<file path="src/rtl/sat_pkg.sv">
package sat_pkg;
  localparam int ADDR_W = 3;

  typedef enum logic [ADDR_W-1:0] {
    RA_SEC   = 3'd0,
    RA_FRAC  = 3'd1,
    RA_ASEC  = 3'd2,
    RA_AFRAC = 3'd3,
    RA_CTRL  = 3'd4,
    RA_STAT  = 3'd5,
    RA_IEN   = 3'd6
  } reg_addr_e;

  localparam int CTRL_RUN_BIT = 3;
  localparam int IEN_ALM_BIT  = 4;
  localparam int ST_ALM_BIT   = 4;
  localparam int ST_OVF_BIT   = 2;
  localparam int ST_NV_BIT    = 1;
  localparam int ST_STOP_BIT  = 0;
endpackage

</file>
<file path="src/rtl/sat_count_core.sv">
module sat_count_core #(
  parameter int SEC_W  = 32,
  parameter int FRAC_W = 15
) (
  input  logic              clk,
  input  logic              rst_n,
  input  logic              enable,
  input  logic              halt,
  input  logic              kill,
  input  logic              sec_wr,
  input  logic              frac_wr,
  input  logic [SEC_W-1:0]  sec_wdata,
  input  logic [FRAC_W-1:0] frac_wdata,
  input  logic [SEC_W-1:0]  alarm_sec,
  output logic [SEC_W-1:0]  sec_q,
  output logic [FRAC_W-1:0] frac_q,
  output logic              running,
  output logic              wrap_evt,
  output logic              alarm_evt
);
  localparam int CNT_W = SEC_W + FRAC_W;

  function automatic logic [CNT_W-1:0] step_count(input logic [CNT_W-1:0] c);
    return c + CNT_W'(1);
  endfunction

  function automatic logic [SEC_W-1:0] next_second(input logic [SEC_W-1:0] s);
    return s + SEC_W'(1);
  endfunction

  function automatic logic hits_alarm(input logic [SEC_W-1:0] s,
                                      input logic [SEC_W-1:0] a);
    return (next_second(s) == a) && !(&a);
  endfunction

  logic             loaded_q;
  logic             tick_sec;
  logic [CNT_W-1:0] cnt_next;

  assign running   = enable && loaded_q && !halt;
  assign tick_sec  = running && (&frac_q);
  assign wrap_evt  = tick_sec && (&sec_q);
  assign alarm_evt = tick_sec && hits_alarm(sec_q, alarm_sec);
  assign cnt_next  = step_count({sec_q, frac_q});

  always_ff @(posedge clk or negedge rst_n) begin
    if (!rst_n) begin
      sec_q    <= '0;
      frac_q   <= '0;
      loaded_q <= 1'b0;
    end else begin
      if (sec_wr || frac_wr) begin
        if (sec_wr)  sec_q  <= sec_wdata;
        if (frac_wr) frac_q <= frac_wdata;
      end else if (running) begin
        {sec_q, frac_q} <= cnt_next;
      end
      if (sec_wr)
        loaded_q <= 1'b1;
      else if (kill || wrap_evt)
        loaded_q <= 1'b0;
    end
  end
endmodule

</file>
<file path="src/rtl/sat_flags.sv">
module sat_flags (
  input  logic clk,
  input  logic rst_n,
  input  logic alarm_evt,
  input  logic wrap_evt,
  input  logic invalid_i,
  input  logic clr_alm,
  input  logic clr_ovf,
  input  logic clr_nv,
  output logic alm_f,
  output logic ovf_f,
  output logic nv_f
);
  always_ff @(posedge clk or negedge rst_n) begin
    if (!rst_n) begin
      alm_f <= 1'b0;
      ovf_f <= 1'b0;
      nv_f  <= 1'b1;
    end else begin
      if (alarm_evt)    alm_f <= 1'b1;
      else if (clr_alm) alm_f <= 1'b0;
      if (wrap_evt)     ovf_f <= 1'b1;
      else if (clr_ovf) ovf_f <= 1'b0;
      if (invalid_i)    nv_f  <= 1'b1;
      else if (clr_nv)  nv_f  <= 1'b0;
    end
  end
endmodule

</file>
<file path="src/rtl/sec_alarm_timer.sv">
module sec_alarm_timer
  import sat_pkg::*;
#(
  parameter int SEC_W  = 32,
  parameter int FRAC_W = 15,
  parameter int DATA_W = 32
) (
  input  logic              clk,
  input  logic              rst_n,
  input  logic              bus_we,
  input  logic [ADDR_W-1:0] bus_addr,
  input  logic [DATA_W-1:0] bus_wdata,
  output logic [DATA_W-1:0] bus_rdata,
  input  logic              invalid_i,
  input  logic              stop_i,
  output logic              alarm_irq
);
  localparam int CNT_W = SEC_W + FRAC_W;

  logic [SEC_W-1:0]  sec_q;
  logic [FRAC_W-1:0] frac_q;
  logic [SEC_W-1:0]  alarm_sec_q;
  logic              run_en_q;
  logic              aie_q;
  logic              alm_f, ovf_f, nv_f;
  logic              running, wrap_evt, alarm_evt;
  logic              sec_wr, frac_wr, stat_wr, cnt_wr;
  logic [CNT_W-1:0]  count;

  assign sec_wr  = bus_we && (bus_addr == RA_SEC);
  assign frac_wr = bus_we && (bus_addr == RA_FRAC);
  assign stat_wr = bus_we && (bus_addr == RA_STAT);
  assign cnt_wr  = sec_wr || frac_wr;
  assign count   = {sec_q, frac_q};

  always_ff @(posedge clk or negedge rst_n) begin
    if (!rst_n) begin
      alarm_sec_q <= '1;
      run_en_q    <= 1'b0;
      aie_q       <= 1'b0;
    end else if (bus_we) begin
      case (bus_addr)
        RA_ASEC: alarm_sec_q <= bus_wdata[SEC_W-1:0];
        RA_CTRL: run_en_q    <= bus_wdata[CTRL_RUN_BIT];
        RA_IEN:  aie_q       <= bus_wdata[IEN_ALM_BIT];
        default: ;
      endcase
    end
  end

  sat_count_core #(.SEC_W(SEC_W), .FRAC_W(FRAC_W)) u_core (
    .clk        (clk),
    .rst_n      (rst_n),
    .enable     (run_en_q),
    .halt       (ovf_f || nv_f || stop_i),
    .kill       (ovf_f || nv_f),
    .sec_wr     (sec_wr),
    .frac_wr    (frac_wr),
    .sec_wdata  (bus_wdata[SEC_W-1:0]),
    .frac_wdata (bus_wdata[FRAC_W-1:0]),
    .alarm_sec  (alarm_sec_q),
    .sec_q      (sec_q),
    .frac_q     (frac_q),
    .running    (running),
    .wrap_evt   (wrap_evt),
    .alarm_evt  (alarm_evt)
  );

  sat_flags u_flags (
    .clk       (clk),
    .rst_n     (rst_n),
    .alarm_evt (alarm_evt),
    .wrap_evt  (wrap_evt),
    .invalid_i (invalid_i),
    .clr_alm   (stat_wr && bus_wdata[ST_ALM_BIT]),
    .clr_ovf   (stat_wr && bus_wdata[ST_OVF_BIT]),
    .clr_nv    (stat_wr && bus_wdata[ST_NV_BIT]),
    .alm_f     (alm_f),
    .ovf_f     (ovf_f),
    .nv_f      (nv_f)
  );

  assign alarm_irq = alm_f && aie_q;

  always_comb begin
    bus_rdata = '0;
    case (bus_addr)
      RA_SEC:  bus_rdata[SEC_W-1:0]  = sec_q;
      RA_FRAC: bus_rdata[FRAC_W-1:0] = frac_q;
      RA_ASEC: bus_rdata[SEC_W-1:0]  = alarm_sec_q;
      RA_CTRL: bus_rdata[CTRL_RUN_BIT] = run_en_q;
      RA_STAT: begin
        bus_rdata[ST_ALM_BIT]  = alm_f;
        bus_rdata[ST_OVF_BIT]  = ovf_f;
        bus_rdata[ST_NV_BIT]   = nv_f;
        bus_rdata[ST_STOP_BIT] = stop_i;
      end
      RA_IEN:  bus_rdata[IEN_ALM_BIT] = aie_q;
      default: bus_rdata = '0;
    endcase
  end
endmodule

</file>
<file path="config.mk">
export PLATFORM = sky130hd
export DESIGN_NAME = sec_alarm_timer
export DESIGN_NICKNAME = d
export VERILOG_FILES = /design/src/rtl/sat_pkg.sv /design/src/rtl/sat_count_core.sv /design/src/rtl/sat_flags.sv /design/src/rtl/sec_alarm_timer.sv
export SDC_FILE = /design/constraint.sdc
export NUM_CORES = 1
export LEC_CHECK = 0
export BUFFER_PORTS_ARGS = -buffer_cell sky130_fd_sc_hd__buf_2
export CELL_PAD_IN_SITES_DETAIL_PLACEMENT = 0
export CELL_PAD_IN_SITES_GLOBAL_PLACEMENT = 1
export CORE_MARGIN = 3
export CORE_UTILIZATION = 25
export DETAILED_ROUTE_END_ITERATION = 6
export PLACE_DENSITY = 0.52
export SYNTH_ARGS = -nofsm -noshare
export SYNTH_HDL_FRONTEND = slang
export SYNTH_SLANG_ARGS = --single-unit
export TNS_END_PERCENT = 50
</file>
<file path="constraint.sdc">
create_clock -name clk -period 6.5 [get_ports clk]
set_input_delay 0.325 -clock clk [delete_from_list [all_inputs] [get_ports clk]]
set_output_delay 0.325 -clock clk [all_outputs]
set_load 0.1 [all_outputs]
</file>
==> results.sh, run 1 <==
export IMPL_status="finished, final reports clean"
export IMPL_drtIter0Drc=369
export IMPL_synth_edf_count=0
export IMPL_fin_nets=803
export IMPL_p_leak_nw=2.72
export IMPL_port_buffers=72
export IMPL_max_stage_delay_ns=0.82
export IMPL_cts_htree_levels=3
export IMPL_cap_violations=0
export IMPL_hold_slack_ns=0.152
export IMPL_synthArstFlopShare_pct=100
export IMPL_critPathKind="primary input to output pin"
export IMPL_dieArea_mm2=0.0271
export IMPL_fin_skew_ns=0.0128
export IMPL_path_clk_slew_ns=0.07
export IMPL_final_util_pct=29.0
export IMPL_slew_violations=0
export IMPL_start_util_pct=25.6
export IMPL_cts_sinks=85
export IMPL_synthSimpleGateAreaFrac_pct=22.3
export IMPL_path_delay_family="simple AND/OR/NAND/NOR gates"
export IMPL_grt_pass1_vias=5643
export IMPL_chipHeight_um=165
export IMPL_synth_adder_area_share_pct=0.398
export IMPL_cp_end_kind="output pin"
export IMPL_die_w_um=165
export IMPL_grt_use_total_pct=17.9
export IMPL_crit_slowest_cell="and2_1"
export IMPL_tightest_slew_ns=0.974
export IMPL_ys_seq_area_share_pct=34.5
export IMPL_grt_max_degree=72
export IMPL_wl_per_cell_um=21.9
export IMPL_synth_top_family_by_area="simple AND/OR/NAND/NOR gates"
export IMPL_fin_crit_ns=3.22
export IMPL_via_per_inst=5.32
export IMPL_powerDensity_mw_per_mm2=290
export IMPL_antenna_found_initial=0
export IMPL_place_detailed_hpwl_um=17800
export IMPL_n_antenna_cell=0
export IMPL_required_ns=6.17
export IMPL_min_period_over_period_pct=49.5
export IMPL_cts_tree="built"
export IMPL_hold_viol_final=0
export IMPL_yosysWarnings=0
export IMPL_cts_buffers=9
export IMPL_crit_top_cell="buf_2"
export IMPL_synth_xor_area_share_pct=6.96
export IMPL_syn_inst=735
export IMPL_final_seq_area_mm2=0.00217
export IMPL_rsz0062_at_grt="false"
export IMPL_cp_start_kind="primary input"
export IMPL_fmax_ghz=0.311
export IMPL_drt_total_wl_um=23900
export IMPL_io_pins=73
export IMPL_syn2layout_area_growth_pct=13.0
export IMPL_synth_nets=777
export IMPL_synthMuxAreaShare_pct=8.56
export IMPL_hp_class="primary input to register"
export IMPL_ctsLongestPathBuffers=2
export IMPL_core_area_mm2=0.0245
export IMPL_ys_top_cells_by_count="nor2_1, a21oi_1, dfrtp_1, nand2_1, o21ai_0"
export IMPL_synth_top_cell_area_share_pct=20.7
export IMPL_synth_area_top_cells="dfrtp_1, dfstp_2, mux2_2"
export IMPL_core_rowCount=57
export IMPL_drc=0
export IMPL_synth_compound_area_share_pct=21.3
export IMPL_dr_pass1_iters=5
export IMPL_synth_most_common_cell="nor2_1"
export IMPL_avgSynthCellArea_um2=8.56
export IMPL_via_count=5799
export IMPL_ys_ff_latch=85
export IMPL_setup_viol=0
export IMPL_final_antenna_net_count=0
export IMPL_grt_pass1_wl_um=36400
export IMPL_crit_chain="buf_2, nor2b_1, and2_1, a22o_1, buf_2"
export IMPL_cp_max_fo=21
export IMPL_gp_congestion=0.785
export IMPL_fillers=2677
export IMPL_cp_num_buf_inv=2
export IMPL_grt_overflow=0
export IMPL_yosys_most_used_dff="dfrtp_1"
export IMPL_worst_skew_pair_late_latency_ns=0.36
export IMPL_setup_tns_ns=0
export IMPL_synth_top_area_cell="dfrtp_1"
export IMPL_vdd_drop_max_uv=94.2
export IMPL_critPathArrivalTime_ns=2.89
export IMPL_multi_input_area_mm2=0.00376
export IMPL_ys_types=64
export IMPL_slew_headroom_pct=35.0
export IMPL_root_buffer="clkbuf_16"
export IMPL_synth_area_mm2=0.00629
export IMPL_drive_above_1_share_pct=24.7
export IMPL_cts_setup_buffers=0
routing by layer:
metal  wire length (um)  track usage (%)
met4                528             5.99
met5                  0                0
met1              11500             25.7
met3                818             1.73
met2              11000             28.1
through the flow:
step	worst slack (ns)	total power [mW]	cell area, um^2	std cells
final	3.28	2.06	7100	1090
after detailed placement	3.25	1.48	6770	1073
after global routing	3.01	2.16	7100	1090
after floorplan	2.94	1.30	6290	735
after CTS	3.26	2.07	7100	1090
after global placement	3.26	1.48	6770	1073
area by class of cell:
type	instances	area share (%)
sequential	85	30.5
timing repair buffer	80	5.99
clock buffer	12	3.61
tap	324	5.71
clock inverter	4	0.986
inverter	6	0.317
multi-input combinational	579	52.9
logic make-up (layout without fill, tap and decap cells):
logic type	after synthesis	in the layout
AOI/OAI and AO/OA	216	216
xor gates and xnor gates	50	50
adders and majority gates	2	2
buffers and inverters	71	102
DFF	85	85
muxes	49	49
and+or+nand+nor	262	262
path summary, 6_finish.rpt:
check | startpoint | to | slack [ns] | depth (start not counted)
min | invalid_i | u_flags.nv_f | 0.15 | 2
max | bus_addr[1] | bus_rdata[25] | 3.28 | 5
max in group asynchronous | rst_n | u_core.frac_q[13] | 4.92 | 3
min in group asynchronous | rst_n | u_core.sec_q[27] | 0.38 | 2
max reg2reg | u_core.frac_q[0] | u_core.sec_q[25] | 3.50 | 8
min reg2reg | u_flags.ovf_f | u_flags.ovf_f | 0.51 | 2
state kept, by name (all words and copies together) (netlist names):
register,cells
alarm_sec_q,32
u_core.sec_q,32
u_core.frac_q,15
aie_q,1
run_en_q,1
u_core.loaded_q,1
u_flags.alm_f,1
u_flags.nv_f,1
u_flags.ovf_f,1
report_power, final:
part	total [mW]	internal [mW]	leakage (nW)	switching (mW)
clock	0.588	0.357	0.163	0.231
sequential	0.906	0.672	1.00	0.234
combinational	0.563	0.222	1.55	0.342
total	2.06	1.25	2.72	0.807
cells in the final DEF (no fill, tap or decap), drive strengths merged, types with 2 or more instances in the layout:
| cell | count |
|---|---|
| a22oi | 6 |
| or4 | 2 |
| a22o | 19 |
| or3 | 2 |
| and3 | 18 |
| nand3 | 29 |
| mux2 | 38 |
| or2 | 3 |
| xnor2 | 35 |
| dfrtp | 52 |
| nor4 | 15 |
| nand4 | 27 |
| o21ai | 48 |
| ha | 2 |
| buf | 79 |
| a31oi | 19 |
| a21oi | 76 |
| nor2 | 77 |
| and4 | 9 |
| o22a | 14 |
| dfstp | 33 |
| clkinv | 2 |
| a32oi | 3 |
| clkbuf | 12 |
| o31ai | 4 |
| a21o | 5 |
| o22ai | 11 |
| nor3 | 11 |
| bufinv | 2 |
| nand2 | 51 |
| a41oi | 3 |
| nand3b | 3 |
| nor3b | 6 |
| and2 | 7 |
| inv | 6 |
| xor2 | 15 |
| mux2i | 11 |
repair_timing:
item                                   in CTS  in global routing
hold buffers                                1                  0
endpoints found under the hold margin       4                  0
gates resized for setup                     0                  0
worst reg2reg max path, stage by stage (launching register included):
cell	delay (ns)
dfrtp_1	0.40
ha_1	0.23
nand3_1	0.17
nor2_1	0.58
nand3_1	0.43
nor4_1	0.57
nand2_1	0.13
o22ai_1	0.13
o2bb2a_1	0.23
Note: power is estimated with default switching activity, not from simulation.
==> inputs of run 2 (changes only) <==
Settings changed: PLACE_DENSITY 0.52 to 0.54.
Clock period 6.5 ns to 2.7 ns, I/O delays scaled along.
==> run 2 against run 1 <==
  * Design area increased by 9.3%
  * Count of clock-buffer cells in the layout unchanged
  * Total power increased by 140%
  * Largest cell class unchanged
  * Clock skew decreased by 0.0017 ns
==> results.sh, run 2 (synthesis gave the netlist of run 1 again) <==
export IMPL_wl_per_cell_um=21.8
export IMPL_via_count=6095
export IMPL_p_int_mw=2.97
export IMPL_final_antenna_net_count=0
export IMPL_antenna_found_initial=0
export IMPL_critPathArrivalTime_ns=2.84
export IMPL_start_util_pct=25.6
export IMPL_p_leak_nw=3.01
export IMPL_via_per_inst=5.37
export IMPL_slew_violations=0
export IMPL_worst_slack_ns=0.132
export IMPL_hp_class="primary input to register"
export IMPL_finalPower_mw=4.97
export IMPL_root_buffer="clkbuf_16"
export IMPL_die_w_um=165
export IMPL_fmax_ghz=0.389
export IMPL_powerDensity_mw_per_mm2=640
export IMPL_final_util_pct=31.7
export IMPL_chipHeight_um=165
export IMPL_core_rowCount=57
export IMPL_dieArea_mm2=0.0271
export IMPL_swShare_pct=40.2
export IMPL_setup_viol=0
export IMPL_io_pins=73
export IMPL_fin_crit_ns=2.57
export IMPL_place_ws_ns=0.108
export IMPL_cts_sinks=85
export IMPL_core_area_mm2=0.0245
export IMPL_drt_total_wl_um=24800
export IMPL_ctsLongestPathBuffers=2
export IMPL_hold_viol_final=0
export IMPL_drive_above_1_share_pct=28.9
export IMPL_placed_area_mm2=0.00746
export IMPL_cts_tree="built"
export IMPL_dr_pass1_iters=5
export IMPL_p_clk_share_pct=25.1
export IMPL_fin_skew_ns=0.0111
export IMPL_grtUsageMet1_pct=26.8
export IMPL_fillers=2671
export IMPL_status="finished, final reports clean"
export IMPL_drc=0
export IMPL_rsz0062_at_grt="false"
export IMPL_gp_congestion=0.898
export IMPL_cts_htree_levels=3
export IMPL_layout_common_cells="nor2_1, a21oi_1, dfrtp_1, buf_2, nand2_1"
export IMPL_slew_headroom_pct=58.8
export IMPL_path_clk_slew_ns=0.07
export IMPL_layout_commonest_cell="nor2_1"
export IMPL_cts_buffers=9
export IMPL_cap_violations=0
export IMPL_gr_usage_met3_pct=1.93
export IMPL_biggestRegsByFlops="alarm_sec_q x32, u_core.sec_q x32, u_core.frac_q x15"
export IMPL_min_period_over_period_pct=95.1
export IMPL_cp_max_fo=9
export IMPL_grt_pass1_wl_um=38100
export IMPL_place_detailed_hpwl_um=19100
export IMPL_p_comb_share_pct=33.3
export IMPL_grt_max_degree=50
export IMPL_drtIter0Drc=450
export IMPL_port_buffers=72
export IMPL_cp_end_kind="register"
export IMPL_grt_busiest_layer="met2"
export IMPL_tightest_slew_ns=0.614
export IMPL_fin_nets=848
export IMPL_hold_slack_ns=0.0258
export IMPL_syn2layout_area_growth_pct=23.5
export IMPL_gr_usage_met2_pct=29.9
export IMPL_critPathKind="register to register"
export IMPL_postLayoutCellArea_mm2=0.00776
export IMPL_seq_power_share_pct=41.6
export IMPL_cts_setup_buffers=0
export IMPL_cp_start_kind="register"
export IMPL_grt_pass1_vias=5981
export IMPL_worst_skew_pair_late_latency_ns=0.36
export IMPL_required_ns=2.97
export IMPL_p_switching_mw=2.00
export IMPL_grt_use_total_pct=18.7
export IMPL_n_antenna_cell=0
export IMPL_grt_overflow=0
export IMPL_vdd_drop_max_uv=233
## run 2: changes by cell type in the layout (fill, tap and decap cells not counted), moves of 2 or more
cell / delta
buf_12: +25
buf_2: -21
buf_4: +40
bufinv_16: -2
o21ai_0: -2
o21ai_1: +2
## run 2: power by group through the flow
stage / registers, mW / logic, mW / clock network (mW)
after floorplan: 1.85 / 1.29 / 0
after global placement: 2.08 / 1.66 / 0
after detailed placement: 2.08 / 1.66 / 0
after CTS: 2.06 / 1.66 / 1.27
after global routing: 2.12 / 1.80 / 1.33
final: 2.07 / 1.66 / 1.25
## run 2: worst max-delay path, cell delays in order, from the launching register on
cell and delay (ns):
dfrtp_1 0.50, nand4_1 0.31, nor4_1 0.53, buf_4 0.21, xnor2_1 0.14, o21ai_0 0.17
nor4_1 0.30, nand4_1 0.14, o31ai_2 0.18
## run 2: layout make-up
type	count	area [um^2]	area share, %
Clock buffer	12	256	3.30
Multi-Input combinational cell	579	3760	48.4
Inverter	6	22.5	0.290
Sequential cell	85	2170	27.9
Tap cell	324	405	5.22
Timing Repair Buffer	125	1130	14.6
Clock inverter	4	22.5	0.290
## run 2: path summary, 6_finish.rpt
check | startpoint | end | slack (ns) | depth (start not counted)
worst max-delay path | u_core.sec_q[8] | u_flags.alm_f | 0.13 | 8
worst min-delay path | bus_wdata[7] | alarm_sec_q[7] | 0.03 | 2
worst max register to register | u_core.sec_q[8] | u_flags.alm_f | 0.13 | 8
worst min register to register | u_flags.ovf_f | u_flags.ovf_f | 0.50 | 2
max in group asynchronous | rst_n | alarm_sec_q[25] | 1.67 | 3
min in group asynchronous | rst_n | u_core.frac_q[11] | 0.28 | 2
## run 2: what timing repair did
| item | in CTS | in global routing |
|---|---|---|
| resized for setup | 0 | 1 |
| hold buffers | 2 | 0 |
| hold endpoints to repair | 20 | 0 |
| endpoints found under the setup margin | 0 | 2 |
## run 2: routing by layer
| metal | vias to the layer above | part of all wire, % |
|---|---|---|
| met2 | 159 | 47 |
| li1 | 2857 | - |
| met4 | 0 | 1.5 |
| met1 | 3058 | 48 |
| met3 | 21 | 4.2 |
| met5 | - | 0 |
## run 2: stage by stage
stage / std cells / TNS, ns
CTS: 1135 / 0
finish: 1135 / 0
global route: 1135 / 0
global placement: 1117 / 0
floorplan: 735 / -1.14
detailed placement: 1117 / 0
==> inputs of run 3 (changes only) <==
Settings changed: BUFFER_PORTS_ARGS -buffer_cell sky130_fd_sc_hd__buf_2 to default, DONT_BUFFER_PORTS from default to 1, PLACE_DENSITY 0.54 to 0.5.
Clock period 2.7 ns to 2.3 ns, I/O delays scaled along.
==> run 3 against run 2 <==
  * Setup slack worse by 0.055 ns
  * Total power up 22%
  * Worst hold slack worse by 0.014 ns
  * Die area unchanged
  * Flip-flop and latch count unchanged
  * Count of clock-buffer cells in the layout down 2
  * Sequential share of layout area down 2.3 points
  * Combinational power up 36%
  * Largest cell class unchanged
  * Critical path type unchanged
  * Clock skew down 0.0014 ns
==> results.sh, run 3 (synthesis gave the netlist of run 1 again) <==
export IMPL_ff2ff_path_depth=7
export IMPL_fin_nets=892
export IMPL_holdPathStages=2
export IMPL_slew_headroom_pct=63.1
export IMPL_root_buffer="clkbuf_16"
export IMPL_layout_commonest_cell="buf_4"
export IMPL_rsz0062_at_grt="true"
export IMPL_drtIter0Drc=471
export IMPL_n_antenna_cell=0
export IMPL_cts_tree="built"
export IMPL_postLayoutCellArea_mm2=0.00848
export IMPL_critPathArrivalTime_ns=2.48
export IMPL_cts_htree_levels=3
export IMPL_biggestRegsByFlops="alarm_sec_q x32, u_core.sec_q x32, u_core.frac_q x15"
export IMPL_cts_buffers=9
export IMPL_gr_usage_met2_pct=31.0
export IMPL_ctsLongestPathBuffers=2
export IMPL_worst_skew_pair_late_latency_ns=0.35
export IMPL_via_count=6360
export IMPL_worst_slack_ns=0.0772
export IMPL_critPathKind="register to register"
export IMPL_status="finished, final reports clean"
export IMPL_slew_violations=0
export IMPL_die_w_um=165
export IMPL_place_ws_ns=-0.0911
export IMPL_grt_pass1_wl_um=39200
export IMPL_placed_area_mm2=0.00763
export IMPL_via_per_inst=5.39
export IMPL_drc=0
export IMPL_powerDensity_mw_per_mm2=713
export IMPL_syn2layout_area_growth_pct=34.9
export IMPL_layout_common_cells="buf_4, a21oi_1, nor2_1, nand2_1, dfrtp_1"
export IMPL_cp_end_kind="register"
export IMPL_grt_pass1_vias=6138
export IMPL_cp_max_fo=5
export IMPL_gr_usage_met3_pct=2.31
export IMPL_chipHeight_um=165
export IMPL_grt_overflow=0
export IMPL_core_area_mm2=0.0245
export IMPL_antenna_found_initial=0
export IMPL_cp_start_kind="register"
export IMPL_setup_viol=0
export IMPL_io_pins=73
export IMPL_wl_per_cell_um=22.1
export IMPL_drt_total_wl_um=26000
export IMPL_dieArea_mm2=0.0271
export IMPL_grt_use_total_pct=19.1
export IMPL_port_buffers=0
export IMPL_min_period_over_period_pct=96.6
export IMPL_hp_class="primary input to register"
export IMPL_required_ns=2.56
export IMPL_start_util_pct=25.6
export IMPL_place_detailed_hpwl_um=19500
export IMPL_fin_skew_ns=0.00973
export IMPL_fin_crit_ns=2.22
export IMPL_p_leak_nw=3.29
export IMPL_hold_viol_final=0
export IMPL_grtUsageMet1_pct=26.9
export IMPL_vdd_drop_max_uv=294
export IMPL_core_rowCount=57
export IMPL_cts_sinks=85
export IMPL_grt_max_degree=86
export IMPL_grt_busiest_layer="met2"
export IMPL_dr_pass1_iters=5
export IMPL_fmax_ghz=0.450
export IMPL_tightest_slew_ns=0.553
export IMPL_path_clk_slew_ns=0.07
export IMPL_final_antenna_net_count=0
export IMPL_cap_violations=0
export IMPL_drive_above_1_share_pct=32.7
export IMPL_gp_congestion=0.924
run 3: changes by cell type in the layout (fill, tap and decap cells not counted), moves of 3 or more:
| cell | previous run | this run |
|---|---|---|
| nor4_1 | 13 | 7 |
| nor2_1 | 76 | 65 |
| dfrtp_1 | 52 | 48 |
| nor2_2 | 1 | 11 |
| nor4_2 | 2 | 6 |
| dlygate4sd3_1 | 2 | 37 |
| nand3_2 | 0 | 5 |
| dfrtp_2 | 0 | 4 |
| buf_2 | 50 | 0 |
| buf_4 | 48 | 106 |
| o21ai_2 | 0 | 5 |
| o21ai_0 | 46 | 43 |
| nand3_1 | 28 | 23 |
run 3: final timing paths:
path	slack (ns)	startpoint	end
worst min register to register	0.50	u_flags.ovf_f	u_flags.ovf_f
max in group asynchronous	1.53	rst_n	alarm_sec_q[20]
worst max register to register	0.08	u_core.sec_q[17]	u_flags.alm_f
min in group asynchronous	0.37	rst_n	u_core.sec_q[24]
worst min-delay path	0.01	bus_wdata[11]	u_core.frac_q[11]
worst max-delay path	0.08	u_core.sec_q[17]	u_flags.alm_f
run 3: critical path, stage by stage (launching register included):
cell	delay, ns
dfrtp_1	0.45
and4_2	0.35
nand3_4	0.09
or3_4	0.37
or2_0	0.21
o31ai_1	0.24
o2111ai_1	0.19
o31ai_2	0.23
run 3: per-layer routing:
layer,vias up,wire [um],part of all wire [%]
met3,20,1470,5.6
met2,199,12500,48
met5,-,0,0
met4,0,358,1.4
li1,2938,-,-
met1,3203,11700,45
run 3: where the power goes:
group	internal (mW)	total, mW	switching (mW)
clock	0.759	1.42	0.661
sequential	1.90	2.37	0.470
combinational	0.991	2.25	1.26
run 3: cell type report:
class | instances | area [um^2]
clock buffer | 10 | 239
clock inverter | 6 | 38.8
fill | 2566 | 16100
inverter | 6 | 22.5
multi-input combinational | 579 | 3910
sequential | 85 | 2170
tap | 324 | 405
timing repair buffer | 169 | 1690
run 3: stage by stage:
stage | hold slack, ns | setup TNS (ns) | instances | power (mW) | utilization (%)
2_1_floorplan | -0.181 | -0.804 | 735 | 3.68 | -
5_1_grt | 0.0219 | -0.0916 | 1179 | 6.33 | 34.6
3_3_place_gp | -0.173 | -0.211 | 1117 | 4.46 | 31.1
3_5_place_dp | -0.171 | -0.107 | 1117 | 4.48 | 31.1
6_report | 0.0122 | 0 | 1179 | 6.04 | 34.6
4_1_cts | 0.00138 | -0.00320 | 1171 | 6.04 | 33.9
run 3: repair_timing:
item / CTS / global route
setup endpoints to repair: 3 / 13
setup buffers: 0 / 8
pin swaps: 1 / 6
resized for setup: 4 / 24
endpoints found under the hold margin: 142 / 0
hold buffers: 38 / 0
